File: src/rtl/prio_irq_pkg.sv
package prio_irq_pkg;
    typedef enum logic [1:0] {
        ST_IDLE   = 2'd0,
        ST_SINGLE = 2'd1,
        ST_NESTED = 2'd2
    } svc_state_e;
endpackage

File: src/rtl/pic_prio_enc.sv
module pic_prio_enc #(
    parameter int N = 8,
    parameter int W = 3
) (
    input  logic [N-1:0] vec_in,
    output logic         found,
    output logic [W-1:0] idx
);
    // Lowest set bit wins: scan downward so the last hit is the lowest index.
    always_comb begin
        found = 1'b0;
        idx   = '0;
        for (int i = N - 1; i >= 0; i--) begin
            if (vec_in[i]) begin
                found = 1'b1;
                idx   = W'(i);
            end
        end
    end
endmodule

File: src/rtl/pic_pend_reg.sv
module pic_pend_reg #(
    parameter int N = 8,
    parameter int W = 3
) (
    input  logic         clk,
    input  logic         rst_n,
    input  logic [N-1:0] req,
    input  logic         take,
    input  logic [W-1:0] take_idx,
    output logic [N-1:0] pend
);
    logic [N-1:0] pend_q;
    logic [N-1:0] clr;

    for (genvar g = 0; g < N; g++) begin : g_clr
        assign clr[g] = take && (take_idx == W'(g));
    end

    always_ff @(posedge clk or negedge rst_n) begin
        if (!rst_n) begin
            pend_q <= '0;
        end else begin
            pend_q <= (pend_q | req) & ~clr;
        end
    end

    assign pend = pend_q;

    // only a source that is actually pending can be granted
    assert_take_pending_R3: assert property (@(posedge clk) disable iff (!rst_n)
        take |-> pend_q[take_idx]);

    // a pending bit is lost only through a grant of that source
    assert_latch_hold_R2: assert property (@(posedge clk) disable iff (!rst_n)
        (!take && pend_q != '0) |=> ((($past(pend_q)) & ~pend_q) == '0));
endmodule

File: src/rtl/pic_isr_stack.sv
module pic_isr_stack #(
    parameter int N = 8,
    parameter int W = 3
) (
    input  logic         clk,
    input  logic         rst_n,
    input  logic         push,
    input  logic [W-1:0] push_idx,
    input  logic         pop,
    output logic [N-1:0] isv,
    output logic [N-1:0] isv_nxt,
    output logic         busy,
    output logic [W-1:0] cur_idx
);
    logic [N-1:0] isv_q;
    logic [N-1:0] low_bit;
    logic [N-1:0] pop_mask;
    logic [N-1:0] push_mask;

    for (genvar g = 0; g < N; g++) begin : g_push
        assign push_mask[g] = push && (push_idx == W'(g));
    end

    assign low_bit  = isv_q & (~isv_q + {{(N-1){1'b0}}, 1'b1});
    assign pop_mask = (pop && (isv_q != '0)) ? low_bit : '0;
    assign isv_nxt  = (isv_q & ~pop_mask) | push_mask;

    always_ff @(posedge clk or negedge rst_n) begin
        if (!rst_n) begin
            isv_q <= '0;
        end else begin
            isv_q <= isv_nxt;
        end
    end

    pic_prio_enc #(.N(N), .W(W)) u_cur_enc (
        .vec_in (isv_q),
        .found  (busy),
        .idx    (cur_idx)
    );

    assign isv = isv_q;

    // a level already in service is never granted again
    assert_no_repush_R6: assert property (@(posedge clk) disable iff (!rst_n)
        push |-> !isv_q[push_idx]);

    // retiring with nothing in service leaves the set empty
    assert_idle_pop_R10: assert property (@(posedge clk) disable iff (!rst_n)
        (pop && !push && isv_q == '0) |=> (isv_q == '0));
endmodule

File: src/rtl/prio_irq_ctrl.sv
module prio_irq_ctrl
    import prio_irq_pkg::*;
#(
    parameter int NUM_SRC = 8,
    parameter int IDX_W   = (NUM_SRC > 1) ? $clog2(NUM_SRC) : 1
) (
    input  logic               clk,
    input  logic               rst_n,
    input  logic               nest_en,
    input  logic               irq_en,
    input  logic [NUM_SRC-1:0] req,
    input  logic               ack,
    input  logic               eos,
    output logic               cpu_irq,
    output logic [IDX_W-1:0]   vec,
    output logic               svc_busy,
    output logic [IDX_W-1:0]   svc_lvl
);
    svc_state_e state_q, state_d;

    logic [NUM_SRC-1:0] pend;
    logic               pend_any;
    logic [IDX_W-1:0]   best_idx;
    logic [NUM_SRC-1:0] isv;
    logic [NUM_SRC-1:0] isv_nxt;
    logic               isv_any;
    logic [IDX_W-1:0]   cur_idx;
    logic               grant;
    logic               nxt_any;
    logic               nxt_multi;
    logic               irq_int;
    logic [IDX_W-1:0]   vec_q;

    pic_pend_reg #(.N(NUM_SRC), .W(IDX_W)) u_pend (
        .clk      (clk),
        .rst_n    (rst_n),
        .req      (req),
        .take     (grant),
        .take_idx (best_idx),
        .pend     (pend)
    );

    pic_prio_enc #(.N(NUM_SRC), .W(IDX_W)) u_best_enc (
        .vec_in (pend),
        .found  (pend_any),
        .idx    (best_idx)
    );

    pic_isr_stack #(.N(NUM_SRC), .W(IDX_W)) u_isr (
        .clk      (clk),
        .rst_n    (rst_n),
        .push     (grant),
        .push_idx (best_idx),
        .pop      (eos),
        .isv      (isv),
        .isv_nxt  (isv_nxt),
        .busy     (isv_any),
        .cur_idx  (cur_idx)
    );

    assign grant     = ack && irq_int;
    assign nxt_any   = (isv_nxt != '0);
    assign nxt_multi = ((isv_nxt & (isv_nxt - {{(NUM_SRC-1){1'b0}}, 1'b1})) != '0);

    // State register
    always_ff @(posedge clk or negedge rst_n) begin
        if (!rst_n) begin
            state_q <= ST_IDLE;
        end else begin
            state_q <= state_d;
        end
    end

    // Next-state logic: GRANT, PREEMPT, FINISH, RESUME
    always_comb begin
        state_d = state_q;
        unique case (state_q)
            ST_IDLE: begin
                if (grant) state_d = ST_SINGLE;          // GRANT
            end
            ST_SINGLE: begin
                if (nxt_multi)     state_d = ST_NESTED;  // PREEMPT
                else if (!nxt_any) state_d = ST_IDLE;    // FINISH
            end
            ST_NESTED: begin
                if (!nxt_multi) state_d = ST_SINGLE;     // RESUME
            end
            default: state_d = ST_IDLE;
        endcase
    end

    // Output logic
    always_comb begin
        irq_int  = 1'b0;
        svc_busy = 1'b0;
        svc_lvl  = '0;
        unique case (state_q)
            ST_IDLE: begin
                irq_int = irq_en && pend_any;
            end
            ST_SINGLE, ST_NESTED: begin
                svc_busy = 1'b1;
                svc_lvl  = cur_idx;
                irq_int  = irq_en && pend_any && nest_en && (best_idx < cur_idx);
            end
            default: begin
                irq_int = 1'b0;
            end
        endcase
    end

    always_ff @(posedge clk or negedge rst_n) begin
        if (!rst_n) begin
            vec_q <= '0;
        end else if (grant) begin
            vec_q <= best_idx;
        end
    end

    assign cpu_irq = irq_int;
    assign vec     = vec_q;

    // no interrupt raised during a sequential-mode service
    assert_busy_hold_R5: assert property (@(posedge clk) disable iff (!rst_n)
        (!nest_en && isv_any) |-> !cpu_irq);

    // sequential mode never stacks a second level
    assert_seq_single_R5: assert property (@(posedge clk) disable iff (!rst_n)
        !nest_en |-> $onehot0(isv));

    // pre-emption only by a strictly better source
    assert_preempt_strict_R6: assert property (@(posedge clk) disable iff (!rst_n)
        (cpu_irq && isv_any) |-> (best_idx < cur_idx));

    // state machine agrees with the in-service set
    assert_state_tracks_R7: assert property (@(posedge clk) disable iff (!rst_n)
        (state_q == ST_IDLE) == (isv == '0));

    // retiring from a nested stack resumes a lower-priority level
    assert_eos_return_R7: assert property (@(posedge clk) disable iff (!rst_n)
        (eos && !grant && state_q == ST_NESTED) |=> (svc_lvl > $past(svc_lvl)));

    // accepted acknowledge reports the winner
    assert_ack_vec_R3: assert property (@(posedge clk) disable iff (!rst_n)
        grant |=> (vec == $past(best_idx)));

    // ignored acknowledge keeps the vector
    assert_stray_ack_R8: assert property (@(posedge clk) disable iff (!rst_n)
        (ack && !cpu_irq) |=> $stable(vec));
endmodule

File: config.mk
export PLATFORM = sky130hd
export DESIGN_NAME = prio_irq_ctrl
export DESIGN_NICKNAME = d
export VERILOG_FILES = /design/src/rtl/prio_irq_pkg.sv /design/src/rtl/pic_prio_enc.sv /design/src/rtl/pic_pend_reg.sv /design/src/rtl/pic_isr_stack.sv /design/src/rtl/prio_irq_ctrl.sv
export SDC_FILE = /design/constraint.sdc
export NUM_CORES = 1
export LEC_CHECK = 0
export ABC_CLOCK_PERIOD_IN_PS = 3700
export BUFFER_PORTS_ARGS = -buffer_cell sky130_fd_sc_hd__clkbuf_2
export CAP_MARGIN = 5
export CORE_UTILIZATION = 55
export CTS_CLUSTER_SIZE = 40
export DETAILED_ROUTE_END_ITERATION = 16
export PLACE_DENSITY = 0.74
export REMOVE_ABC_BUFFERS = 1
export SLEW_MARGIN = 25
export SYNTH_ARGS = -nofsm -noshare
export SYNTH_HDL_FRONTEND = slang
export SYNTH_SLANG_ARGS = --single-unit
export TNS_END_PERCENT = 50
File: constraint.sdc
create_clock -name clk -period 3.7 [get_ports clk]
set_input_delay 0.74 -clock clk [delete_from_list [all_inputs] [get_ports clk]]
set_output_delay 0.74 -clock clk [all_outputs]
set_load 0.01 [all_outputs]
# After elaboration in Yosys (flattened, before gate mapping)
# Index checks and enable logic that the tools add are counted.
[classes] add_sub_neg=2 magnitude_cmp=1 n_eq_ne=12 mux=33 n_bitwise=9 n_reduce_logical=20
[op_table] cell="2-to-1 mux 3 bit" count=17
[op_table] cell="AND 8 bit" count=4
[op_table] cell="inverter 8 bit" count=3
[op_table] cell="nonzero test 8 bit" count=3
[op_table] cell="OR 8 bit" count=2
[op_table] cell="logical AND 1 bit" count=13
[op_table] cell="equality test 3 bit (second input constant)" count=4
[op_table] cell="2-to-1 mux 1 bit" count=9
[op_table] cell="adder 8 x 1 -> 8 bit (second input constant)" count=1
[op_table] cell="2-to-1 mux 2 bit" count=4
[op_table] cell="2-to-1 mux 8 bit" count=1
[op_table] cell="subtractor 8 x 1 -> 8 bit (second input constant)" count=1
[op_table] cell="equality test 3 x 2 -> 1 bit (second input constant)" count=2
[op_table] cell="one-hot mux 2 bit (3 select lines)" count=1
[op_table] cell="equality test 3 x 1 -> 1 bit (second input constant)" count=1
[op_table] cell="logical NOT 3 bit" count=1
[op_table] cell="< comparator 3 bit" count=1
[op_table] cell="!= test 3 bit (second input constant)" count=1
[op_table] cell="AND reduction 3 bit" count=1
[op_table] cell="equality test 2 x 1 -> 1 bit (second input constant)" count=1
[op_table] cell="equality test 2 bit (second input constant)" count=1
[op_table] cell="logical NOT 2 bit" count=1
[op_table] cell="!= test 2 x 1 -> 1 bit (second input constant)" count=1
[op_table] cell="!= test 2 bit (second input constant)" count=1
[op_table] cell="other kinds (2)" count=2
[word_totals] regBits=21 in_bits=14 out_inout_bits=8

# Depth between registers and ports, before layout
[logic_depth] ltp_word=20 mapped_depth=15

# Modules after synthesis
# A second synthesis with hierarchy kept.
[hier_totals] cells_unflattened=139 hier_area_um2=1335.0
[modules_own_cells] mod="prio_irq_ctrl" instances=1 cells_each=57 area_per_inst_um2=526.8 seq_area_each_um2=125.1
[modules_own_cells] mod="pic_isr_stack" instances=1 cells_each=32 area_per_inst_um2=350.3 seq_area_each_um2=200.2
[modules_own_cells] mod="pic_pend_reg" instances=1 cells_each=24 area_per_inst_um2=297.8 seq_area_each_um2=200.2
[modules_own_cells] mod="pic_prio_enc" instances=2 cells_each=13 area_per_inst_um2=80.1 seq_area_each_um2=0.0

# Worst setup path before layout
# Ideal clock, no wire load.
[synth_path] kind="register to register" from="reg u_pend.pend_q[4], in the netlist u_pend.pend[4]" to="reg state_q[0]" setup_ns=0.065 arrival_time_ns=3.317 required_ns=3.635 path_slack_ns=0.318 path_stages_with_launch=15 n_path_buf=1 period_less_slack_ns=3.382 path_cell_list="dfrtp_1 -> buf_6 -> or4_4 -> nand2_2 -> inv_1 -> ha_1 -> o21ai_0 -> a21oi_1 -> nor2_1 -> a32o_2 -> a211o_1 -> a211oi_2 -> nand3_2 -> a2111oi_4 -> o22a_1"
[synth_via] word_cells_on_any_way=43
[synth_lines] item="start: declaration" line="pic_pend_reg.sv:12" text="logic [N-1:0] pend_q;"
[synth_lines] item="start signal: assignment" line="pic_pend_reg.sv:23" text="pend_q <= (pend_q | req) & ~clr;"
[synth_lines] item="2-to-1 mux 3 bit * (5 in series)" line="pic_prio_enc.sv:14" text="if (vec_in[i]) begin"
[synth_lines] item="net best_idx[2]" line="prio_irq_ctrl.sv:23" text="logic [IDX_W-1:0] best_idx;"
[synth_lines] item="< comparator 3 bit" line="prio_irq_ctrl.sv:104" text="irq_int = irq_en && pend_any && nest_en && (best_idx < cur_idx);"
[synth_lines] item="logical AND 1 bit" line="prio_irq_ctrl.sv:104"
[synth_lines] item="one-hot mux 1 bit (2 select lines)" line="prio_irq_ctrl.sv:97" text="unique case (state_q)"
[synth_lines] item="logical AND 1 bit" line="prio_irq_ctrl.sv:61" text="assign grant = ack && irq_int;"
[synth_lines] item="logical AND 1 bit" line="pic_isr_stack.sv:21" text="assign push_mask[g] = push && (push_idx == W'(g));"
[synth_lines] item="OR 8 bit" line="pic_isr_stack.sv:26" text="assign isv_nxt = (isv_q & ~pop_mask) | push_mask;"
[synth_lines] item="subtractor 8 x 1 -> 8 bit" line="prio_irq_ctrl.sv:63" text="assign nxt_multi = ((isv_nxt & (isv_nxt - {{(NUM_SRC-1){1'b0}}, 1'b1})) != '0);"
[synth_lines] item="AND 8 bit" line="prio_irq_ctrl.sv:63"
[synth_lines] item="nonzero test 8 bit" line="prio_irq_ctrl.sv:63"
[synth_lines] item="!= test 3 bit (no line), or another cell as far along"
[synth_lines] item="AND reduction 3 bit (no line) or one-hot mux 2 bit (3 select lines) (tied branches)"
[synth_lines] item="end signal: assignment" line="prio_irq_ctrl.sv:70" text="state_q <= state_d;"
[synth_lines] item="end: declaration" line="prio_irq_ctrl.sv:19" text="svc_state_e state_q, state_d;"
# The timed path passes the listed nets; every way through them passes the cells marked *.
# A chain may end at the register's enable or synchronous reset.

# Final worst setup path
[layout_path] from="reg u_pend.pend_q[5], in the netlist u_pend.pend[5]" to="reg state_q[0]"
[layout_via] word_cells_on_any_way=45
[layout_lines] item="2-to-1 mux 3 bit * (6 in series)" line="pic_prio_enc.sv:14"
[layout_lines] item="net best_idx[2]" line="prio_irq_ctrl.sv:23"
[layout_lines] item="< comparator 3 bit" line="prio_irq_ctrl.sv:104"
[layout_lines] item="logical AND 1 bit" line="prio_irq_ctrl.sv:104"
[layout_lines] item="one-hot mux 1 bit (2 select lines)" line="prio_irq_ctrl.sv:97"
[layout_lines] item="logical AND 1 bit" line="prio_irq_ctrl.sv:61"
[layout_lines] item="logical AND 1 bit *" line="pic_isr_stack.sv:21"
[layout_lines] item="OR 8 bit *" line="pic_isr_stack.sv:26"
[layout_lines] item="net isv_nxt[5]" line="prio_irq_ctrl.sv:25" text="logic [NUM_SRC-1:0] isv_nxt;"
[layout_lines] item="subtractor 8 x 1 -> 8 bit" line="prio_irq_ctrl.sv:63"
[layout_lines] item="AND 8 bit" line="prio_irq_ctrl.sv:63"
[layout_lines] item="nonzero test 8 bit" line="prio_irq_ctrl.sv:63"
[layout_lines] item="!= test 3 bit (no line), or another cell as far along"
[layout_lines] item="AND reduction 3 bit (no line) or one-hot mux 2 bit (3 select lines) (tied branches)"
# Marks and branches as above.

==> impl_metrics.yaml <==
synthesis:
  synth_seq_cells: 21
  synthSimpleGateAreaFrac: 0.242
  synth_common_cells: "26 x nor2_1, 21 x dfrtp_1, 20 x nand2_1"
  synth.most_common_cell: "nor2_1"
  netlist_instances: 203
  dominantRegCellSynth: "dfrtp_1"
  yosys.cell_types.count: 60
  synthArstFlopShare: 1.00
  synth_top_family_by_area: "compound AO/OA/AOI/OAI gates"
  netlist_top_cells_area: "dfrtp_1 30%, nor2_1 5.6%, o21ai_0 4.6%"
  yosys_warnings: 0
  post_synth_xor_area_fraction: 0
  syn_avg_cell_area_sq_um: 8.54
  syn_area_sq_mm: 0.00173
  synth.top_cell.area_share: 0.303
  synthMuxAreaShare: 0.0123
  synth_edf_count: 0
  synth_compound_area_frac: 0.313
  synth_top_area_cell: "dfrtp_1"
  yosys.area_share.adder: 0.0548
  ys_seq_area_frac: 0.303
global_route:
  grt_max_degree: 22
  grt_pass1_vias: 1459
  grt_pass1_wl_microns: 6980
  grtUsageTotal: 0.272
  antenna_found_initial: 0
  grt_overflow: 0
clock_tree:
  cts_buffer_depth: 2
  cts_tree: "built"
  h-tree-depth: 1
  clock_latency_ps: 320
  cts_made_buffers: 3
  cts_root_buffer: "clkbuf_4"
  path_clk_slew_ps: 120
  cts.sinks: 21
power:
  peakVddDrop_mv: 0.191
  p_total_uw: 713
  power.leakage_uw: 0.000859
  power_per_cell_area_mw_per_mm2: 361
worst_setup_path:
  crit_type: "flop to flop"
  cp_max_fo: 5
  rr_endpoint: "state_q[0]$_DFFE_PN0P_"
  path_cells: "or4_4 > nand2_2 > clkinvlp_4 > ha_4 > and3b_2 > a21oi_1 > buf_4 > or2_1 > o41ai_2 > and3_2 > o31ai_4 > nand3_2 > buf_4 > a21oi_1 > o22a_1"
  r2r-start: "u_pend.pend[5]$_DFF_PN0_"
  critical-path-max-stage-delay_ps: 560
  critical_path.slowest_cell: "or4_4"
  r2r_setup_slack_ps: 140
  rr_worst_depth: 15
  crit_path_start_kind: "flop"
  arrival_ps: 3780
  worstPathRequired_ps: 3920
  crit_path_end_kind: "flop"
run_status:
  status: "finished clean"
layout:
  area_delta_synth_final_pct: 13.9
  multi_input_area_sq_mm: 0.00112
  regArea_sq_um: 528
  diodes: 0
  fillers: 260
  nets: 252
  fin_area_sq_mm: 0.00198
  drive_gt1_frac: 0.299
drt:
  routedWlPerCell_microns: 16.9
  dr.pass1.iters: 5
  drt_iter0_drc: 168
  vias: 1708
  wl_microns: 4640
  drc: 0
  viasPerCell: 6.21
  ant_nets: 0
worst_hold_path:
  worstHoldPathType: "input port to asynchronous set/reset pin"
floorplan:
  initial_utilization: 0.573
  die_y_microns: 58.2
  num_rows: 20
  fp.dieArea_sq_mm: 0.00338
  fp.dieW_microns: 58.2
  core_area_sq_mm: 0.00303
  ios: 22
sta:
  setup_viol: 0
  min_period_over_period: 0.961
  slew_violations: 0
  finalHoldWorstSlack_ps: 375
  slew_headroom: 0.475
  hold_viol_final: 0
  fin_crit_ps: 3560
  clock_skew_ps: 2.92
  fmax_mhz: 281
  worstMarginPinSlew_ps: 779
place:
  post-dp-hpwl_microns: 3260
  io_buffers: 21
  globalplace.congestion: 0.937
  dpl_cell_area_sq_mm: 0.00183
run:
  maxCapViolCount: 0
[repair_timing]
item | 4_1_cts | 5_1_grt
hold endpoints to repair | 0 | 0
resized for setup | 0 | 9
hold buffers | 0 | 0
setup endpoints to repair | 0 | 2
setup buffers | 0 | 9
[power by group]
part           switching, uW  internal (uW)  leakage (uW)
Sequential              38.5            252      0.000249
Combinational            178            127      0.000594
Clock                   75.7           42.2     0.0000150
Total                    292            421      0.000859
[logic make-up after synthesis]
kind of cell | after synthesis
buffers and inverters | 20
AO/OA/AOI/OAI | 70
multiplexers | 2
AND/OR/NAND/NOR | 82
adder cells (fa/ha/maj) | 8
flip-flops | 21
[how the worst max path moves through the flow]
stage / endpoint / slack [ps] / startpoint / cells after the start
2_1_floorplan: state_q[0]$_DFFE_PN0P_ / -50 / u_pend.pend[4]$_DFF_PN0_ / 13
3_3_place_gp: state_q[0]$_DFFE_PN0P_ / 270 / u_pend.pend[4]$_DFF_PN0_ / 13
3_5_place_dp: state_q[0]$_DFFE_PN0P_ / 130 / u_pend.pend[4]$_DFF_PN0_ / 13
4_1_cts: state_q[0]$_DFFE_PN0P_ / 90 / u_pend.pend[4]$_DFF_PN0_ / 13
5_1_grt: cpu_irq / -140 / u_pend.pend[5]$_DFF_PN0_ / 10
6_report: state_q[0]$_DFFE_PN0P_ / 140 / u_pend.pend[5]$_DFF_PN0_ / 15
[cell usage in the layout (no fill, tap or decap), types with 3 or more instances in the layout]
cell,instances
nor2_1,26
nor4b_1,3
or3_1,3
inv_1,9
a21oi_1,12
ha_1,5
clkbuf_4,3
nor3_1,4
o31ai_1,4
nand2_1,20
a211oi_1,4
clkbuf_2,21
a31oi_1,3
nand3_1,4
o21ai_0,16
o21a_1,6
dfrtp_1,19
buf_4,13
[critical path, delay by kind of cell (launching register included)]
family | cells | cell delay (ps)
AND/OR/NAND/NOR | 6 | 1600
adder cells (fa/ha/maj) | 1 | 180
AO/OA/AOI/OAI | 5 | 800
buffers and inverters | 3 | 410
flip-flops | 1 | 460
[metrics by stage]
stage	TNS (ps)	instances	utilization	worst slack (ps)
2_1_floorplan	-54.8	193	-	-54.8
3_3_place_gp	0	262	0.605	270
3_5_place_dp	0	262	0.605	130
4_1_cts	0	266	0.614	88.8
5_1_grt	-175	275	0.652	-139
6_report	0	275	0.652	143
[final cells by class]
type	instances	area share
inverter	10	0.0209
tap	44	0.0279
sequential	21	0.267
timing repair buffer	34	0.103
clock buffer	4	0.0133
multi-input combinational	162	0.568
[sequential cells by signal, indices dropped and copies added, names as in the netlist]
register and flops:
state_q 2, u_isr.isv 8, u_pend.pend 8, vec 3
[metal layers]
| metal | vias to the layer above | wire (microns) | track usage |
|---|---|---|---|
| li1 | 804 | - | - |
| met1 | 819 | 2000 | 0.371 |
| met2 | 71 | 2310 | 0.456 |
| met3 | 14 | 223 | 0.0201 |
| met4 | 0 | 106 | 0.0952 |
| met5 | - | 0 | 0 |
Power figures use the tool's default switching activity.
